$ cat src/rtl/ipc_pkg.sv
package ipc_pkg;
    localparam int NSRC  = 10;               // total sources
    localparam int NEXT  = 4;                // pins with selectable trigger
    localparam int PW    = 3;                // priority field width
    localparam int RW    = PW + 1;           // internal rank width
    localparam int SW    = $clog2(NSRC);     // source number width
    localparam int DW    = 16;               // register data width
    localparam int AW    = 3;                // register address width
    localparam int NPA   = 5;                // sources held in PRIA
    localparam int NPB   = NSRC - 1 - NPA;   // sources held in PRIB
    localparam int PAW   = NPA * PW;
    localparam int PBW   = NPB * PW;
    localparam int POLLB = NEXT;             // MODE bit selecting polled service

    typedef enum logic [AW-1:0] {
        A_MASK = 3'd0,
        A_MODE = 3'd1,
        A_PRIA = 3'd2,
        A_PRIB = 3'd3,
        A_EOI  = 3'd4,
        A_POLL = 3'd5,
        A_PEND = 3'd6,
        A_INSV = 3'd7
    } reg_addr_e;

    typedef enum logic [1:0] {
        S_IDLE  = 2'd0,
        S_REQ   = 2'd1,
        S_ACKED = 2'd2
    } hs_state_e;
endpackage

$ cat src/rtl/ipc_src_latch.sv
module ipc_src_latch (
    input  logic clk,
    input  logic rst_n,
    input  logic req_i,
    input  logic level_i,
    input  logic clr_i,
    output logic pend_o
);
    logic req_q;
    logic pend_q;
    logic rise;

    assign rise = req_i & ~req_q;

    always_ff @(posedge clk) begin
        if (!rst_n) begin
            req_q  <= 1'b0;
            pend_q <= 1'b0;
        end else begin
            req_q <= req_i;
            if (level_i)
                pend_q <= 1'b0;
            else
                pend_q <= (pend_q & ~clr_i) | rise;
        end
    end

    assign pend_o = level_i ? req_i : pend_q;

    // a fresh edge in edge mode is never lost, even against a same-cycle clear
    assert_edge_latched_R2: assert property (@(posedge clk) disable iff (!rst_n)
        (rise && !level_i) |=> pend_q)
        else $error("edge not latched");
endmodule

$ cat src/rtl/ipc_rank_pick.sv
module ipc_rank_pick #(
    parameter int N  = 10,
    parameter int RW = 4,
    localparam int IW = (N > 1) ? $clog2(N) : 1
) (
    input  logic [N-1:0]    req_i,
    input  logic [N*RW-1:0] rank_flat_i,
    output logic            valid_o,
    output logic [IW-1:0]   idx_o,
    output logic [RW-1:0]   rank_o
);
    always_comb begin
        valid_o = 1'b0;
        idx_o   = '0;
        rank_o  = '1;
        for (int i = 0; i < N; i++) begin
            if (req_i[i] && (!valid_o || (rank_flat_i[i*RW +: RW] < rank_o))) begin
                valid_o = 1'b1;
                idx_o   = IW'(i);
                rank_o  = rank_flat_i[i*RW +: RW];
            end
        end
    end
endmodule

$ cat src/rtl/ipc_cfg_regs.sv
module ipc_cfg_regs
    import ipc_pkg::*;
(
    input  logic                     clk,
    input  logic                     rst_n,
    input  logic                     wr_i,
    input  logic [AW-1:0]            addr_i,
    input  logic [DW-1:0]            wdata_i,
    output logic [NSRC-2:0]          mask_o,
    output logic [NEXT-1:0]          level_o,
    output logic                     poll_o,
    output logic [PAW-1:0]           prio_a_o,
    output logic [PBW-1:0]           prio_b_o,
    output logic [NSRC-1:0][PW-1:0]  prio_o,
    output logic                     eoi_o
);
    reg_addr_e addr;
    logic      unused_bits;

    assign addr        = reg_addr_e'(addr_i);
    assign unused_bits = wdata_i[DW-1];

    always_ff @(posedge clk) begin
        if (!rst_n) begin
            mask_o   <= '1;
            level_o  <= '0;
            poll_o   <= 1'b0;
            prio_a_o <= '1;
            prio_b_o <= '1;
        end else if (wr_i) begin
            unique case (addr)
                A_MASK:  mask_o   <= wdata_i[NSRC-2:0];
                A_MODE: begin
                         level_o  <= wdata_i[NEXT-1:0];
                         poll_o   <= wdata_i[POLLB];
                end
                A_PRIA:  prio_a_o <= wdata_i[PAW-1:0];
                A_PRIB:  prio_b_o <= wdata_i[PBW-1:0];
                default: ;
            endcase
        end
    end

    assign eoi_o = wr_i && (addr == A_EOI);

    assign prio_o[0] = '0;
    for (genvar s = 1; s < NSRC; s++) begin : g_prio
        if (s <= NPA) begin : g_a
            assign prio_o[s] = prio_a_o[(s-1)*PW +: PW];
        end else begin : g_b
            assign prio_o[s] = prio_b_o[(s-1-NPA)*PW +: PW];
        end
    end
endmodule

$ cat src/rtl/ipc_nest_ctrl.sv
module ipc_nest_ctrl
    import ipc_pkg::*;
#(
    parameter logic [7:0] VEC_BASE = 8'h20
) (
    input  logic          clk,
    input  logic          rst_n,
    input  logic          nmi_i,
    input  logic [3:0]    ext_i,
    input  logic [1:0]    dma_i,
    input  logic [2:0]    tmr_i,
    input  logic          inta_i,
    output logic          irq_o,
    output logic [7:0]    irq_type_o,
    input  logic          reg_wr_i,
    input  logic          reg_rd_i,
    input  logic [2:0]    reg_addr_i,
    input  logic [15:0]   reg_wdata_i,
    output logic [15:0]   reg_rdata_o
);
    // ---------------- configuration ----------------
    logic [NSRC-2:0]         mask;
    logic [NEXT-1:0]         level_cfg;
    logic                    poll_mode;
    logic [PAW-1:0]          prio_a;
    logic [PBW-1:0]          prio_b;
    logic [NSRC-1:0][PW-1:0] prio;
    logic                    eoi;

    ipc_cfg_regs u_regs (
        .clk      (clk),
        .rst_n    (rst_n),
        .wr_i     (reg_wr_i),
        .addr_i   (reg_addr_i),
        .wdata_i  (reg_wdata_i),
        .mask_o   (mask),
        .level_o  (level_cfg),
        .poll_o   (poll_mode),
        .prio_a_o (prio_a),
        .prio_b_o (prio_b),
        .prio_o   (prio),
        .eoi_o    (eoi)
    );

    // ---------------- source capture ----------------
    logic [NSRC-1:0] src_in;
    logic [NSRC-1:0] src_lvl;
    logic [NSRC-1:0] pend;
    logic [NSRC-1:0] clr_vec;

    assign src_in = {tmr_i, dma_i, ext_i, nmi_i};

    for (genvar s = 0; s < NSRC; s++) begin : g_src
        if (s >= 1 && s <= NEXT) begin : g_sel
            assign src_lvl[s] = level_cfg[s-1];
        end else begin : g_edge
            assign src_lvl[s] = 1'b0;
        end
        ipc_src_latch u_latch (
            .clk     (clk),
            .rst_n   (rst_n),
            .req_i   (src_in[s]),
            .level_i (src_lvl[s]),
            .clr_i   (clr_vec[s]),
            .pend_o  (pend[s])
        );
    end

    // ---------------- ranking ----------------
    logic [NSRC*RW-1:0] rank_flat;
    logic [NSRC-1:0]    enable;

    for (genvar s = 0; s < NSRC; s++) begin : g_rank
        if (s == 0) begin : g_nmi
            assign rank_flat[s*RW +: RW] = '0;
            assign enable[s]             = 1'b1;
        end else begin : g_mk
            assign rank_flat[s*RW +: RW] = RW'(prio[s]) + RW'(1);
            assign enable[s]             = ~mask[s-1];
        end
    end

    logic [NSRC-1:0] isr_q;
    logic            cand_valid, isr_valid;
    logic [SW-1:0]   cand_idx, isr_idx;
    logic [RW-1:0]   cand_rank, isr_rank;

    ipc_rank_pick #(.N(NSRC), .RW(RW)) u_pick_req (
        .req_i       (pend & enable),
        .rank_flat_i (rank_flat),
        .valid_o     (cand_valid),
        .idx_o       (cand_idx),
        .rank_o      (cand_rank)
    );

    ipc_rank_pick #(.N(NSRC), .RW(RW)) u_pick_isr (
        .req_i       (isr_q),
        .rank_flat_i (rank_flat),
        .valid_o     (isr_valid),
        .idx_o       (isr_idx),
        .rank_o      (isr_rank)
    );

    logic fwd_valid;
    logic irq_go;

    assign fwd_valid = cand_valid && (!isr_valid || (cand_rank < isr_rank));
    assign irq_go    = fwd_valid && (!poll_mode || (cand_idx == '0));

    // ---------------- handshake FSM ----------------
    hs_state_e     state_q, state_d;
    logic [SW-1:0] held_q;
    logic          held_load;

    always_ff @(posedge clk) begin
        if (!rst_n) state_q <= S_IDLE;
        else        state_q <= state_d;
    end

    always_comb begin
        state_d = state_q;
        unique case (state_q)
            S_IDLE:  if (irq_go) state_d = S_REQ;
            S_REQ: begin
                if (inta_i)       state_d = S_ACKED;
                else if (!irq_go) state_d = S_IDLE;
            end
            S_ACKED: state_d = S_IDLE;
            default: state_d = S_IDLE;
        endcase
    end

    always_comb begin
        irq_o     = 1'b0;
        held_load = 1'b0;
        unique case (state_q)
            S_IDLE:  held_load = irq_go;
            S_REQ: begin
                irq_o     = 1'b1;
                held_load = !inta_i && irq_go;
            end
            S_ACKED: ;
            default: ;
        endcase
    end

    always_ff @(posedge clk) begin
        if (!rst_n)         held_q <= '0;
        else if (held_load) held_q <= cand_idx;
    end

    assign irq_type_o = VEC_BASE + 8'(held_q);

    // ---------------- commit, in-service, end of interrupt ----------------
    logic          ack_commit, poll_rd, poll_commit, any_commit;
    logic [SW-1:0] commit_src;
    logic [NSRC-1:0] isr_set, isr_clr;

    assign ack_commit  = (state_q == S_REQ) && inta_i;
    assign poll_rd     = reg_rd_i && (reg_addr_e'(reg_addr_i) == A_POLL);
    assign poll_commit = poll_rd && fwd_valid && !ack_commit;
    assign any_commit  = ack_commit || poll_commit;
    assign commit_src  = ack_commit ? held_q : cand_idx;
    assign isr_set     = any_commit ? (NSRC'(1) << commit_src) : '0;
    assign clr_vec     = isr_set;
    assign isr_clr     = (eoi && isr_valid) ? (NSRC'(1) << isr_idx) : '0;

    always_ff @(posedge clk) begin
        if (!rst_n) isr_q <= '0;
        else        isr_q <= (isr_q & ~isr_clr) | isr_set;
    end

    // ---------------- register read ----------------
    always_comb begin
        reg_rdata_o = '0;
        unique case (reg_addr_e'(reg_addr_i))
            A_MASK:  reg_rdata_o = DW'(mask);
            A_MODE:  reg_rdata_o = DW'({poll_mode, level_cfg});
            A_PRIA:  reg_rdata_o = DW'(prio_a);
            A_PRIB:  reg_rdata_o = DW'(prio_b);
            A_EOI:   reg_rdata_o = '0;
            A_POLL:  reg_rdata_o = fwd_valid ? {1'b1, (DW-1)'(cand_idx)} : '0;
            A_PEND:  reg_rdata_o = DW'(pend);
            A_INSV:  reg_rdata_o = DW'(isr_q);
            default: reg_rdata_o = '0;
        endcase
    end

    // ---------------- assertions ----------------
    logic [NSRC-1:0] mask_ext;
    assign mask_ext = {mask, 1'b0};

    assert_ack_sets_isr_R8: assert property (@(posedge clk) disable iff (!rst_n)
        (state_q == S_REQ && inta_i) |=> isr_q[$past(held_q)])
        else $error("acknowledged source not in service");

    assert_masked_not_offered_R4: assert property (@(posedge clk) disable iff (!rst_n)
        (state_q == S_REQ && $stable(mask)) |-> !mask_ext[held_q])
        else $error("masked source offered");

    assert_nmi_first_R6: assert property (@(posedge clk) disable iff (!rst_n)
        (state_q == S_IDLE && pend[0] && !isr_q[0] && !poll_rd) |=> (state_q == S_REQ && held_q == '0))
        else $error("nmi not offered");

    assert_eoi_single_R9: assert property (@(posedge clk) disable iff (!rst_n)
        (eoi && isr_q != '0 && !any_commit) |=> ($countones(isr_q) + 1 == $countones($past(isr_q))))
        else $error("eoi cleared other than one bit");

    assert_ack_drops_R8: assert property (@(posedge clk) disable iff (!rst_n)
        (irq_o && inta_i) |=> !irq_o)
        else $error("irq held through acknowledge");
endmodule

$ cat config.mk
export PLATFORM = sky130hd
export DESIGN_NAME = ipc_nest_ctrl
export DESIGN_NICKNAME = d
export VERILOG_FILES = /design/src/rtl/ipc_pkg.sv /design/src/rtl/ipc_src_latch.sv /design/src/rtl/ipc_rank_pick.sv /design/src/rtl/ipc_cfg_regs.sv /design/src/rtl/ipc_nest_ctrl.sv
export SDC_FILE = /design/constraint.sdc
export NUM_CORES = 1
export LEC_CHECK = 0
export BUFFER_PORTS_ARGS = -buffer_cell sky130_fd_sc_hd__clkbuf_2
export CAP_MARGIN = 0
export CORE_MARGIN = 2
export CORE_UTILIZATION = 55
export CTS_BUF_LIST = sky130_fd_sc_hd__clkbuf_2 sky130_fd_sc_hd__clkbuf_4 sky130_fd_sc_hd__clkbuf_8
export DETAILED_ROUTE_END_ITERATION = 6
export GPL_TIMING_DRIVEN = 0
export HOLD_SLACK_MARGIN = 0.02
export PLACE_DENSITY = 0.7
export REMOVE_ABC_BUFFERS = 1
export SKIP_CTS_REPAIR_TIMING = 1
export SLEW_MARGIN = 10
export SYNTH_ARGS = -nofsm -noshare
export SYNTH_HDL_FRONTEND = slang
export SYNTH_SLANG_ARGS = --single-unit
$ cat constraint.sdc
create_clock -name clk -period 16.71 [get_ports clk]
set_input_delay 0.8355 -clock clk [delete_from_list [all_inputs] [get_ports clk]]
set_output_delay 0.8355 -clock clk [all_outputs]
set_load 0.02 [all_outputs]
==> run_results.csv <==
group,metric,value,unit
run_status,status,"completed",
setup_path,worstPathRequired,15.87,ns
synth,synth_edf_count,0,
run,cap_violations,0,
setup_path,timing.rr.end,"g_src[5].u_latch.pend_q",
synth,async_flop_share,0,%
synth,ys_ff_latch,77,
global_route,grt_pass1_wl,35.9,mm
worst_hold_path,whs_endpoint,"u_regs.mask_o[3]",
synth,synth_area,0.00737,sq mm
clock_network,clk_latency,0.36,ns
setup_path,r2r_slack,1.50,ns
floorplan,die_x,120,um
worst_hold_path,hold_path_class,"register to register",
setup_path,cp_slowest_cell,"o311a_4",
setup_path,critPathLaunchType,"register",
power,vdd_drop_max,0.0695,mV
floorplan,die_area,0.0144,sq mm
cells_and_area,insertedDiodeCount,0,
cells_and_area,area_growth_syn_to_layout,12.7,%
drt,wl_met1,10.5,mm
clock_network,max-clock-path-buffers,2,
clock_network,htreeDepth,3,
global_route,grt_pass1_vias,6934,
drt,drt_iter0_markers,654,
global_route,grt_max_degree,46,
setup_path,arrival,15.25,ns
worst_hold_path,worstHoldPathCells,2,
power,p_leak,3.58,nW
cells_and_area,fin_nets,1102,
clock_network,cts_buffers,9,
sta,period_share,96.3,%
sta,finalSetupTns,0,ns
global_route,antenna_found_initial,0,
drt,first_pass_iters,5,
setup_path,end_kind,"output pin",
drt,ant_nets,0,
sta,setup_ws,0.624,ns
sta,setup_viol,0,
floorplan,rows,42,
sta,relSlewSlack,26.8,%
drt,wl_met2,10.6,mm
synth,ys_warn_count,0,
cells_and_area,fill_cells,1244,
sta,timing.hold.ws,0.488,ns
drt,drc,0,
clock_network,cts_sinks,77,
sta,worst_pin_slew,1.09,ns
setup_path,path_max_fanout,7,
global_route,grt.total_usage,31.6,%
clock_network,path_clk_slew,0.09,ns
global_route,gr-total-overflow,0,
placement,finalWeightedCongestion,0.969,
floorplan,fp.coreArea,0.0132,sq mm
worst_hold_path,hp-start,"u_regs.mask_o[3]",
setup_path,max_stage_delay,0.40,ns
setup_path,cpMostUsedCell,"ha_1",
sta,clock_skew,0.0142,ns
setup_path,r2r-start,"u_regs.prio_a_o[0]",
synth,ys.flop_type,"dfxtp_1",
placement,place_ws,-1.32,ns
cells_and_area,final_layout_size_suffix_gt1_share,17.8,%
drt,top_layer,"met4",
setup_path,reg2reg_depth,66,
power,power,582,uW
drt,wire_per_inst,19.6,um
drt,vias,7559,
synth,synth.distinct_cells,104,
drt,vias_per_cell,6.35,
floorplan,die_h,120,um
clock_network,cts_tree,"yes",
placement,hpwlAfterDp,17.8,mm
drt,routed_wl,23.3,mm
sta,max_freq,62.2,MHz
setup_path,path_class,"register to output pin",
clock_network,clockRootBuffer,"clkbuf_8",
sta,slew_viol_final,0,
sta,min_period,16.09,ns
floorplan,start_util,55.9,%
power,powerDensity,70.0,mW/mm^2
synth,yosysSeqAreaShare,20.9,%
placement,io_buffers,53,
synth,syn_avg_cell_area,7.70,sq um
synth,syn_inst,958,
floorplan,io_pins,59,
sta,hold_viol_final,0,
drt,wl_met3,1.54,mm
==> state kept, by name, summed over array words and instances, names as in the netlist, 2 cells and up <==
| name | count |
|---|---|
| u_regs.prio_a_o | 15 |
| state_q | 2 |
| held_q | 4 |
| isr_q | 10 |
| g_src.u_latch.req_q | 10 |
| g_src.u_latch.pend_q | 10 |
| u_regs.level_o | 4 |
| u_regs.prio_b_o | 12 |
| u_regs.mask_o | 9 |
==> worst max-delay path: cells and delay by family (launching register included) <==
kind | cells | cell delay (ns)
flip-flops | 1 | 0.39
adder cells (fa/ha/maj) | 11 | 3.32
AND/OR/NAND/NOR | 15 | 2.22
AO/OA/AOI/OAI | 33 | 6.82
buffers and inverters | 2 | 0.33
multiplexers | 5 | 1.76
==> how the worst max path moves through the flow <==
stage,endpoint,slack (ns),startpoint,cells after the start
5_1_grt,reg_rdata_o[1],-0.15,u_regs.prio_a_o[0],72
4_1_cts,reg_rdata_o[0],-1.81,u_regs.prio_a_o[0],68
3_3_place_gp,reg_rdata_o[0],-1.29,u_regs.prio_a_o[0],67
2_1_floorplan,reg_rdata_o[0],1.33,u_regs.prio_a_o[0],66
3_5_place_dp,reg_rdata_o[0],-1.32,u_regs.prio_a_o[0],68
6_report,reg_rdata_o[0],0.62,u_regs.prio_a_o[0],66
==> stage by stage <==
stage | instances | cell area, sq um | utilization, %
global placement | 1151 | 7690 | 58.3
floorplan | 922 | 7200 | -
finish | 1191 | 8310 | 63.0
CTS | 1168 | 7940 | 60.2
global route | 1191 | 8310 | 63.0
detailed placement | 1152 | 7710 | 58.5
==> routing by layer <==
metal,GRT usage [%],vias to the layer above
li1,-,3651
met1,44.3,3540
met2,50.5,319
met3,3.61,49
met4,10.9,0
met5,0,-
==> cell families after synthesis <==
logic type	count (synthesis)	share of synthesized area [%]
compound gates	286	28.3
xor+xnor	9	1.07
fa+ha+maj	59	9.98
buf+inv	82	4.67
flops	77	20.9
mux	47	8.23
other cells	2	0.102
simple gates	396	26.7
==> where the power goes <==
part           internal, mW  total (mW)  switching, mW
sequential            0.192       0.202         0.0106
combinational        0.0839       0.217          0.133
clock                0.0861       0.162         0.0763
total                 0.362       0.582          0.220
==> Yosys cell counts (5+ instances only) <==
cell type / instances / area [sq um]
a211oi_1: 13 / 97.6
a21o_1: 10 / 75.1
a21oi_1: 62 / 310
a31oi_1: 12 / 75.1
a41oi_1: 5 / 43.8
and2_1: 18 / 113
and3_1: 11 / 68.8
buf_4: 5 / 37.5
clkbuf_1: 26 / 97.6
dfxtp_1: 77 / 1540
ha_1: 58 / 726
inv_1: 44 / 165
mux2_2: 10 / 113
mux2i_1: 24 / 240
mux4_2: 8 / 180
nand2_1: 137 / 514
nand2b_1: 38 / 238
nand3_1: 55 / 275
nand3b_1: 9 / 67.6
nor2_1: 61 / 229
nor2b_1: 16 / 100
nor3_1: 10 / 50.1
nor4_1: 5 / 31.3
o211ai_1: 23 / 173
o21a_1: 11 / 82.6
o21ai_0: 48 / 240
o21ai_1: 7 / 35.0
o21bai_1: 6 / 45.0
o31ai_1: 9 / 67.6
or2_2: 7 / 43.8
or3_1: 6 / 37.5
xor2_1: 6 / 52.6
==> area by class of cell <==
| class | instances | area [sq um] | area share, % |
|---|---|---|---|
| Multi-Input combinational cell | 801 | 5700 | 68.5 |
| Sequential cell | 77 | 1550 | 18.6 |
| Timing Repair Buffer | 77 | 460 | 5.54 |
| Tap cell | 176 | 220 | 2.65 |
| Inverter | 44 | 165 | 1.99 |
| Clock buffer | 9 | 124 | 1.49 |
| Clock inverter | 7 | 104 | 1.25 |
==> cell usage in the layout (no fill, tap or decap), types with 5 or more instances in the layout <==
| cell | instances |
|---|---|
| or2_2 | 7 |
| nor2_1 | 58 |
| o211ai_1 | 23 |
| a41oi_1 | 5 |
| nand3_1 | 55 |
| mux4_2 | 8 |
| nor2b_1 | 16 |
| dfxtp_1 | 76 |
| a31oi_1 | 9 |
| clkbuf_2 | 52 |
| and3_1 | 11 |
| nand2b_1 | 38 |
| o31ai_1 | 9 |
| o21a_1 | 11 |
| o21ai_1 | 8 |
| o21bai_1 | 5 |
| o21ai_0 | 42 |
| a211oi_1 | 12 |
| a21o_1 | 10 |
| ha_1 | 58 |
| xor2_1 | 5 |
| inv_1 | 44 |
| nor3_1 | 8 |
| buf_4 | 23 |
| clkbuf_8 | 9 |
| mux2_2 | 10 |
| o21ai_2 | 6 |
| a21oi_1 | 58 |
| nand3b_1 | 9 |
| and2_1 | 19 |
| or3_1 | 6 |
| mux2i_1 | 23 |
| nand2_1 | 136 |
(Power assumes the default switching activity.)
